File: src/rtl/bfx_pkg.sv
package bfx_pkg;

    localparam int BFX_DATA_W   = 64;
    localparam int BFX_NARROW_W = 32;
    localparam int BFX_CTRL_W   = 32;
    localparam int BFX_IDX_W    = 8;

    typedef enum logic {
        MODE_NARROW = 1'b0,
        MODE_WIDE   = 1'b1
    } width_mode_t;

    // packed so that length sits above start, as in the control word
    typedef struct packed {
        logic [BFX_IDX_W-1:0] len;
        logic [BFX_IDX_W-1:0] start;
    } fld_ctrl_t;

    typedef struct packed {
        logic [BFX_DATA_W-1:0] field;
        logic                  zero;
    } fld_result_t;

    function automatic logic is_wide(input width_mode_t m);
        return m == MODE_WIDE;
    endfunction

endpackage

File: src/rtl/bfx_ctrl_unpack.sv
module bfx_ctrl_unpack
    import bfx_pkg::*;
#(
    parameter int CTRL_W = BFX_CTRL_W
) (
    input  logic [CTRL_W-1:0] ctrl,
    output fld_ctrl_t         fld
);
    localparam int USED_W = 2 * BFX_IDX_W;

    assign fld = fld_ctrl_t'(ctrl[USED_W-1:0]);

    generate
        if (CTRL_W > USED_W) begin : g_spare
            logic unused_hi;
            assign unused_hi = ^ctrl[CTRL_W-1:USED_W];
        end
    endgenerate
endmodule

File: src/rtl/bfx_operand_prep.sv
module bfx_operand_prep
    import bfx_pkg::*;
#(
    parameter int DATA_W   = BFX_DATA_W,
    parameter int NARROW_W = BFX_NARROW_W
) (
    input  logic [DATA_W-1:0] data,
    input  width_mode_t       mode,
    output logic [DATA_W-1:0] operand
);
    logic keep_hi;
    assign keep_hi = is_wide(mode);

    genvar i;
    generate
        for (i = 0; i < DATA_W; i++) begin : g_bit
            if (i < NARROW_W) begin : g_lo
                assign operand[i] = data[i];
            end else begin : g_hi
                assign operand[i] = data[i] & keep_hi;
            end
        end
    endgenerate
endmodule

File: src/rtl/bfx_field_core.sv
module bfx_field_core
    import bfx_pkg::*;
#(
    parameter int DATA_W = BFX_DATA_W
) (
    input  logic [DATA_W-1:0] operand,
    input  fld_ctrl_t         fld,
    output fld_result_t       res
);
    logic [DATA_W-1:0] shifted;
    logic [DATA_W-1:0] mask;

    // operand upper bits are already zero in narrow mode, so a shift past the
    // active width brings in only zeros: that gives start and top saturation
    assign shifted = operand >> fld.start;

    genvar i;
    generate
        for (i = 0; i < DATA_W; i++) begin : g_mask
            if (i < (1 << BFX_IDX_W)) begin : g_cmp
                assign mask[i] = fld.len > BFX_IDX_W'(i);
            end else begin : g_none
                assign mask[i] = 1'b0;
            end
        end
    endgenerate

    always_comb begin
        res.field = shifted & mask;
        res.zero  = ~|res.field;
    end
endmodule

File: src/rtl/bfx_out_stage.sv
module bfx_out_stage
    import bfx_pkg::*;
(
    input  logic        clk,
    input  logic        rst,
    input  logic        in_valid,
    input  fld_result_t res_d,
    output logic        out_valid,
    output fld_result_t res_q
);
    always_ff @(posedge clk) begin
        if (rst) begin
            out_valid <= 1'b0;
            res_q     <= '0;
        end else begin
            out_valid <= in_valid;
            if (in_valid) begin
                res_q <= res_d;
            end
        end
    end
endmodule

File: src/rtl/bfx_unit.sv
module bfx_unit
    import bfx_pkg::*;
#(
    parameter int DATA_W   = BFX_DATA_W,
    parameter int NARROW_W = BFX_NARROW_W,
    parameter int CTRL_W   = BFX_CTRL_W
) (
    input  logic              clk,
    input  logic              rst,
    input  logic              in_valid,
    input  logic              in_wide,
    input  logic [DATA_W-1:0] in_data,
    input  logic [CTRL_W-1:0] in_ctrl,
    output logic              out_valid,
    output logic [DATA_W-1:0] out_field,
    output logic              out_zero
);
    fld_ctrl_t         fld;
    logic [DATA_W-1:0] operand;
    fld_result_t       res_d;
    fld_result_t       res_q;
    width_mode_t       mode;

    assign mode = width_mode_t'(in_wide);

    bfx_ctrl_unpack #(.CTRL_W(CTRL_W)) u_unpack (
        .ctrl (in_ctrl),
        .fld  (fld)
    );

    bfx_operand_prep #(.DATA_W(DATA_W), .NARROW_W(NARROW_W)) u_prep (
        .data    (in_data),
        .mode    (mode),
        .operand (operand)
    );

    bfx_field_core #(.DATA_W(DATA_W)) u_core (
        .operand (operand),
        .fld     (fld),
        .res     (res_d)
    );

    bfx_out_stage u_out (
        .clk       (clk),
        .rst       (rst),
        .in_valid  (in_valid),
        .res_d     (res_d),
        .out_valid (out_valid),
        .res_q     (res_q)
    );

    assign out_field = res_q.field;
    assign out_zero  = res_q.zero;
endmodule

File: config.mk
export PLATFORM = sky130hd
export DESIGN_NAME = bfx_unit
export DESIGN_NICKNAME = d
export VERILOG_FILES = /design/src/rtl/bfx_pkg.sv /design/src/rtl/bfx_ctrl_unpack.sv /design/src/rtl/bfx_operand_prep.sv /design/src/rtl/bfx_field_core.sv /design/src/rtl/bfx_out_stage.sv /design/src/rtl/bfx_unit.sv
export SDC_FILE = /design/constraint.sdc
export NUM_CORES = 1
export LEC_CHECK = 0
export BUFFER_PORTS_ARGS = -buffer_cell sky130_fd_sc_hd__buf_4
export CAP_MARGIN = 25
export CORE_ASPECT_RATIO = 1.25
export CORE_MARGIN = 2
export CORE_UTILIZATION = 50
export CTS_BUF_LIST = sky130_fd_sc_hd__clkbuf_2 sky130_fd_sc_hd__clkbuf_4 sky130_fd_sc_hd__clkbuf_8
export CTS_CLUSTER_SIZE = 30
export DETAILED_ROUTE_END_ITERATION = 8
export PLACE_DENSITY = 0.77
export SYNTH_ARGS = -nofsm -noshare
export SYNTH_HDL_FRONTEND = slang
export SYNTH_SLANG_ARGS = --single-unit
File: constraint.sdc
create_clock -name clk -period 6.05 [get_ports clk]
set_input_delay 0.605 -clock clk [delete_from_list [all_inputs] [get_ports clk]]
set_output_delay 0.605 -clock clk [all_outputs]
set_load 0.01 [all_outputs]
Word-level counts from Yosys, hierarchy flattened
Index checks and enable logic that the tools add are counted.
{"block": "op_classes", "n_shift": 1, "bitwise_logic": 33, "reduce_logical": 2, "n_lt_le_gt_ge": 64}
{"op": "8-bit by 6-bit greater-than comparator with 1-bit output (second input constant)", "count": 32}
{"op": "8-bit by 5-bit greater-than comparator with 1-bit output (second input constant)", "count": 16}
{"op": "64-bit bitwise AND", "count": 1}
{"op": "8-bit by 4-bit greater-than comparator with 1-bit output (second input constant)", "count": 8}
{"op": "64-bit OR reduction", "count": 1}
{"op": "64-bit by 8-bit >> shifter with 64-bit output", "count": 1}
{"op": "1-bit bitwise AND", "count": 32}
{"op": "8-bit by 3-bit greater-than comparator with 1-bit output (second input constant)", "count": 4}
{"op": "8-bit by 1-bit greater-than comparator with 1-bit output (second input constant)", "count": 2}
{"op": "8-bit by 2-bit greater-than comparator with 1-bit output (second input constant)", "count": 2}
{"op": "1-bit zero test", "count": 1}
{"block": "word_totals", "output_inout_bits": 66, "register_bits": 66, "elab_cells": 103, "in_bits": 100}

Longest topological paths before layout
Gate-level depths: netlist (run 1).
{"block": "logic_depth", "word_depth": 5, "mapped_depth": 15, "mapped_depth_nobuf": 9}

Hierarchy
From an unflattened synthesis (run 1), not the netlist that was laid out.
{"block": "hier_totals", "cells_unflattened": 1232, "hier_area_um2": 9723.1}
{"module": "bfx_field_core", "cells_each": 937, "instances": 1, "seq_area_each_um2": 0.0, "area_each_um2": 6730.2}
{"module": "bfx_out_stage", "cells_each": 212, "instances": 1, "seq_area_each_um2": 1321.3, "area_each_um2": 2377.3}
{"module": "bfx_operand_prep", "cells_each": 67, "instances": 1, "seq_area_each_um2": 0.0, "area_each_um2": 495.5}
{"module": "bfx_ctrl_unpack", "cells_each": 16, "instances": 1, "seq_area_each_um2": 0.0, "area_each_um2": 120.1}

Worst setup path before layout (run 1)
OpenSTA, ideal clock, no wires.
{"block": "synth_path", "kind": "input port to flip-flop", "start": "in in_ctrl[2]", "end": "reg u_out.res_q[0] (netlist name)", "slack_ns": 2.777, "cell_stages": 12, "path_buffers": 4, "setup_time_ns": 0.087, "t_arrival_ns": 3.186, "path_cell_list": "buf_2 -> buf_6 -> buf_6 -> buf_4 -> mux4_2 -> mux2i_1 -> a211oi_1 -> o311a_1 -> nor4_2 -> nand4_1 -> or4_1 -> o31ai_1"}
{"block": "synth_via", "elab_chain_cells": 4}
{"item": "from (decl)", "line_no": "bfx_unit.sv:13", "source": "input logic [CTRL_W-1:0] in_ctrl,"}
{"item": "64-bit by 8-bit >> shifter with 64-bit output", "line_no": "bfx_field_core.sv:15", "source": "assign shifted = operand >> fld.start;"}
{"item": "64-bit bitwise AND", "line_no": "bfx_field_core.sv:29", "source": "res.field = shifted & mask;"}
{"item": "64-bit OR reduction", "line_no": "bfx_field_core.sv:30", "source": "res.zero = ~|res.field;"}
{"item": "1-bit zero test", "line_no": "bfx_field_core.sv:30"}
Every way passes these cells.
A chain may end at the register's enable or synchronous reset.

Worst setup path in the final report (run 1)
{"block": "layout_path", "start": "in in_ctrl[2]", "end": "reg u_out.res_q[0] (netlist name)"}
{"block": "layout_via", "elab_chain_cells": 4}
{"item": "64-bit by 8-bit >> shifter with 64-bit output", "line_no": "bfx_field_core.sv:15"}
{"item": "64-bit bitwise AND", "line_no": "bfx_field_core.sv:29"}
{"item": "64-bit OR reduction", "line_no": "bfx_field_core.sv:30"}
{"item": "1-bit zero test", "line_no": "bfx_field_core.sv:30"}
Every way passes these cells.

==> results.cfg, run 1 <==
[clocking]
ctsResizeCount = 0
hold_buffers = 0
clockBufferDepth = 2
path_clk_slew_ns = 0.08
tritoncts = yes
clk_latency_ns = 0.36
cts_num_sinks = 66
root_buffer = clkbuf_8
postCtsSetupBuffers = 0
htree_levels = 3
cts_made_buffers = 9

[power_and_ir_drop]
power.density_nw_per_um2 = 156
power_mw = 1.55
p_leak_nw = 3.88
ir_drop_uv = 227

[grt]
grt_max_degree = 73
grt-ovfl-total = 0
grt_pass1_vias = 9720
grt_usage = 0.421
grt_pass1_wl_mm = 59.8
antenna_found_initial = 0

[worst_hold_path]
hold_path.class = reg -> reg
min_from = u_out.res_q[23]

[logic_synthesis]
synth_top_cell_area_share = 0.151
synth_ff_type = dfxtp_1
ys_async_sr_fraction = 0
synthTopCellsByCount = 135 x nor2_1, 112 x mux2i_1, 96 x nand2_1
yosysTopAreaCell = dfxtp_1
synth_fp_nets = 1214
synthCells = 1114
synth_edf_count = 0
seq_area_frac_synth = 0.151
ys_ff_latch = 66
post-synth-top-count-cell = nor2_1
synth_area_um2 = 8750
synth_warnings = 0
synth_area_per_cell_um2 = 7.85
yosysUniqueCellTypes = 88
synth.area.top_cells = dfxtp_1 15%, mux2i_1 13%, mux4_2 13%

[detailed_routing]
totalWireLength_mm = 40.1
viasPerCell = 7.32
vias = 10300
drc = 0
drt-initial-drc-count = 1491
dr.pass1.iters = 6
antenna_left = 0
wire_per_inst_um = 28.4

[setup_path]
required_ns = 6.30
startpoint_type = primary input
worstReg2RegStart = u_out.res_q[50]
startpoint = in_ctrl[2]
end_kind = flip-flop
critPathKind = in -> reg
crit_fanout = 38
arrival_ns = 4.68

[timing]
setup_viol = 0
fmax_mhz = 226
finalWorstSetupSlack_ns = 1.62
finalCritPeriodShare = 0.732
tns_ns = 0
fin_crit_ns = 4.43
hold_viol_final = 0
slew_headroom = 0.262
timing.hold.ws_ns = 0.472
drv_slew = 0
tightest_slew_ns = 1.11
fin_skew_ns = 0
grt_setup_unrepaired = no

[floorplanning]
fp.dieW_um = 122
rows = 54
die-area_um2 = 18600
chipHeight_um = 152
start_util = 0.506
num_io_pins = 166
core_area_um2 = 17300

[layout]
finish.utilization = 0.574
diodes = 0
nNetsFinal = 1283
drive_gt1_frac = 0.231
fillers = 1696
area_delta_synth_final_pct = 13.6

[place]
io_buffers = 149
pre_cts_ws_ns = 1.46
dp_hpwl_mm = 30.8
gp_congestion = 1.05

[job]
drv_cap = 0

[outcome]
status = completed
metal layers:
layer / global-route usage / wire length, µm / up-vias / part of all wire
met2: 0.649 / 17900 / 803 / 0.45
li1: - / - / 4483 / -
met5: 0 / 0 / - / 0
met3: 0.0634 / 3960 / 169 / 0.099
met4: 0.288 / 3260 / 0 / 0.081
met1: 0.535 / 15000 / 4874 / 0.37
cell usage in the layout (no fill, tap or decap), drive strengths merged, types with 9 or more instances in the layout:
| cell | n |
|---|---|
| a211oi | 25 |
| a21oi | 64 |
| a221oi | 11 |
| a31oi | 9 |
| and2 | 9 |
| and3 | 9 |
| buf | 167 |
| clkbuf | 9 |
| dfxtp | 66 |
| mux2 | 18 |
| mux2i | 114 |
| mux4 | 49 |
| nand2 | 96 |
| nand2b | 14 |
| nand3 | 36 |
| nand4 | 15 |
| nor2 | 135 |
| nor2b | 12 |
| nor3 | 32 |
| nor4 | 11 |
| o211ai | 12 |
| o21a | 10 |
| o21ai | 51 |
| o22ai | 34 |
critical path, stage by stage:
cell      delay, ns
buf_4          0.27
or3b_2         0.75
o22ai_1        0.66
o21ai_0        0.35
o21ai_0        0.93
o22ai_1        0.16
a211oi_1       0.50
nor4_1         0.14
nand4_1        0.19
o31ai_1        0.09
power by group:
part	switching, mW	leakage [nW]	internal [mW]
clock network	0.192	0.110	0.235
registers	0.00585	0.535	0.445
logic	0.423	3.23	0.253
total	0.620	3.88	0.933
cells by family (layout without fill, tap and decap cells):
logic type / Yosys count / count (layout) / share of synthesized area
multiplexers: 181 / 181 / 0.282
AO/OA/AOI/OAI: 326 / 326 / 0.262
buffers and inverters: 121 / 195 / 0.0710
AND/OR/NAND/NOR: 420 / 420 / 0.235
flip-flops: 66 / 66 / 0.151
stage by stage:
step	std cells	area [µm²]
after global routing	1412	9940
after detailed placement	1396	9710
after floorplan	1114	8750
final	1412	9940
after CTS	1412	9940
after global placement	1396	9710
flip-flops by register name, indices dropped and copies added (netlist names):
register         flops
u_out.out_valid      1
u_out.res_q         65
final cells by class:
cell class | instances | area [µm²] | share of cell area
clock buffer | 9 | 124 | 0.0125
clock inverter | 7 | 103 | 0.0103
inverter | 12 | 45.0 | 0.00453
multi-input combinational | 927 | 6810 | 0.685
sequential | 66 | 1320 | 0.133
tap | 224 | 280 | 0.0282
timing repair buffer | 167 | 1250 | 0.126
path summary, 6_finish.rpt:
path	end	slack (ns)	depth (start not counted)
worst max-delay path	u_out.res_q[0]	1.62	10
worst min-delay path	u_out.res_q[23]	0.47	2
worst max register to register	u_out.res_q[50]	5.23	3
worst min register to register	u_out.res_q[23]	0.47	2
(Power assumes the default switching activity.)
==> run 2, diff against run 1 <==
--- a/config.mk
+++ b/config.mk
@@ -5,6 +5,7 @@
 export SDC_FILE = /design/constraint.sdc
 export NUM_CORES = 1
 export LEC_CHECK = 0
+export ABC_AREA = 1
 export BUFFER_PORTS_ARGS = -buffer_cell sky130_fd_sc_hd__buf_4
 export CAP_MARGIN = 25
 export CORE_ASPECT_RATIO = 1.25
@@ -13,7 +14,7 @@
 export CTS_BUF_LIST = sky130_fd_sc_hd__clkbuf_2 sky130_fd_sc_hd__clkbuf_4 sky130_fd_sc_hd__clkbuf_8
 export CTS_CLUSTER_SIZE = 30
 export DETAILED_ROUTE_END_ITERATION = 8
-export PLACE_DENSITY = 0.77
+export PLACE_DENSITY = 0.81
 export SYNTH_ARGS = -nofsm -noshare
 export SYNTH_HDL_FRONTEND = slang
 export SYNTH_SLANG_ARGS = --single-unit
==> constraint.sdc (replaced) <==
create_clock -name clk -period 3.7 [get_ports clk]
set_input_delay 0.37 -clock clk [delete_from_list [all_inputs] [get_ports clk]]
set_output_delay 0.37 -clock clk [all_outputs]
set_load 0.01 [all_outputs]
==> run 2 against run 1 <==
Global-route usage fell by 3.6 points. Via count rose by 5.8%. Cell count rose by 27%. Design area fell by 7.0%. Die area fell by 8.9%. Register-to-register slack got worse by 2.2 ns. Highest routed layer unchanged. Critical path depth rose by 8. First-iteration DRC count rose by 10%. Critical path type unchanged.
==> results.cfg, run 2 <==
[timing]
hold_viol_final = 0
drv_slew = 0
setup_viol = 0
finalCritPeriodShare = 0.715
finalWorstSetupSlack_ns = 1.06
fin_skew_ns = 0
tightest_slew_ns = 0.648
fin_crit_ns = 2.64
slew_headroom = 0.568
grt_setup_unrepaired = no
tns_ns = 0
fmax_mhz = 378
timing.hold.ws_ns = 0.210

[grt]
antenna_found_initial = 0
grt_max_degree = 73
grt_pass1_vias = 9597
grt_usage = 0.385
grt-ovfl-total = 0
grt_pass1_wl_mm = 51.2

[setup_path]
required_ns = 3.99
critPathKind = in -> reg
ff2ff_path_depth = 2
crit_path_top_delay_cell = buf_4
arrival_ns = 2.94
worstSetupPathDepth = 18
slowest_delay_ns = 0.48
startpoint_type = primary input
path_buf_inv = 2
crit_path_cell_trace = buf_4, buf_4, o21ai_0, nand2_1, nand2_1, nand3_1, nand3_1, nand2_1, nand2_1, nand3_1, nand2_1, nor2_1, nand2_1, nor2_1, nand2_1, nor2_1, nand2_1, a21oi_2
cpMostUsedCell = nand2_1
ff2ff_setup_slack_ns = 3.01
end_kind = flip-flop
crit_family = simple AND/OR/NAND/NOR gates
crit_fanout = 57

[power_and_ir_drop]
p_sw_mw = 1.05
p_comb_frac = 0.436
power.density_nw_per_um2 = 271
clkPwrFrac = 0.256
power_mw = 2.50
p_leak_nw = 4.54
ir_drop_uv = 297
intPower_mw = 1.45
switching_share = 0.421
pwr-share-seq = 0.309

[logic_synthesis]
post-synth-top-count-cell = nand3_1
seq_area_frac_synth = 0.166
synthCells = 1499
synth.area.top_cells = nand3_1 30%, nand2_1 19%, dfxtp_1 17%
synth_area_um2 = 7940
ys_async_sr_fraction = 0
synth_edf_count = 0
yosysTopAreaCell = nand3_1
ys_ff_latch = 66
synth_ff_type = dfxtp_1
synth_top_cell_area_share = 0.304
synth_area_per_cell_um2 = 5.30
synthTopCellsByCount = 482 x nand3_1, 406 x nand2_1, 96 x a21oi_1
synth_fp_nets = 1599
yosysUniqueCellTypes = 34
synth_warnings = 0

[floorplanning]
die-area_um2 = 16900
chipHeight_um = 145
start_util = 0.510
rows = 51
core_area_um2 = 15600
num_io_pins = 166
fp.dieW_um = 117

[clocking]
cts_num_sinks = 66
root_buffer = clkbuf_8
tritoncts = yes
clk_latency_ns = 0.35
postCtsSetupBuffers = 0
htree_levels = 3
path_clk_slew_ns = 0.08
ctsResizeCount = 0
cts_made_buffers = 9
clockBufferDepth = 2
hold_buffers = 0

[detailed_routing]
met3_length_mm = 2.79
wl_met1_mm = 13.2
wire_per_inst_um = 18.8
totalWireLength_mm = 33.6
drc = 0
vias = 10900
dr.pass1.iters = 9
top_layer_used = met4
antenna_left = 0
viasPerCell = 6.11
drt-initial-drc-count = 1645
met2_length_mm = 15.4

[layout]
area_delta_synth_final_pct = 16.3
largest_register_ffs = 65
nNetsFinal = 1672
final_area_um2 = 9240
mostFrequentLayoutCells = 482 x nand3_1, 406 x nand2_1, 177 x buf_4, 96 x a21oi_1, 92 x nor2_1
final_common_cell = nand3_1
fillers = 1692
largestRegisters = u_out.res_q: 65 flops, u_out.out_valid: 1 flops
diodes = 0
fin_cells = 1789
drive_gt1_frac = 0.141
finish.utilization = 0.593
top_register = u_out.res_q

[worst_hold_path]
hold_depth = 2
hold_path.class = in -> reg

[place]
gp_congestion = 1.06
io_buffers = 149
pre_cts_ws_ns = 0.730
place_area_um2 = 9030
dp_hpwl_mm = 26.6
dp.cells = 1773

[job]
drv_cap = 0

[outcome]
status = completed
## run 2: power by group through the flow
stage | Combinational, mW | Sequential, mW | Clock [mW]
after floorplan | 0.668 | 0.806 | 0
after global routing | 1.19 | 0.777 | 0.673
after detailed placement | 1.06 | 0.788 | 0
final | 1.09 | 0.772 | 0.639
after global placement | 1.05 | 0.787 | 0
after CTS | 1.06 | 0.772 | 0.645
## run 2: metal layers
layer | GRT usage | up-vias
met3 | 0.0468 | 118
met1 | 0.495 | 4869
met2 | 0.610 | 664
met5 | 0 | -
met4 | 0.225 | 0
li1 | - | 5281
## run 2: kinds of logic (layout without fill, tap and decap cells)
family,count (synthesis),count (layout),share of synthesized area
simple gates,1031,1031,0.584
compound gates,216,216,0.143
buf+inv,186,264,0.107
flops,66,66,0.166
## run 2: cell type report
class	count	area, µm²	area share
clock buffers	10	131	0.0142
clock inverters	6	73.8	0.00799
inverters	66	248	0.0268
multi-input cells	1247	5770	0.625
flip-flops and latches	66	1320	0.143
well taps	212	265	0.0287
repair buffers	182	1430	0.155
## run 2: worst paths after layout
kind / start / to
worst min-delay path: rst / u_out.res_q[0]
worst max-delay path: in_ctrl[0] / u_out.res_q[0]
worst max register to register: u_out.res_q[5] / u_out.res_q[5]
worst min register to register: u_out.res_q[10] / u_out.res_q[10]
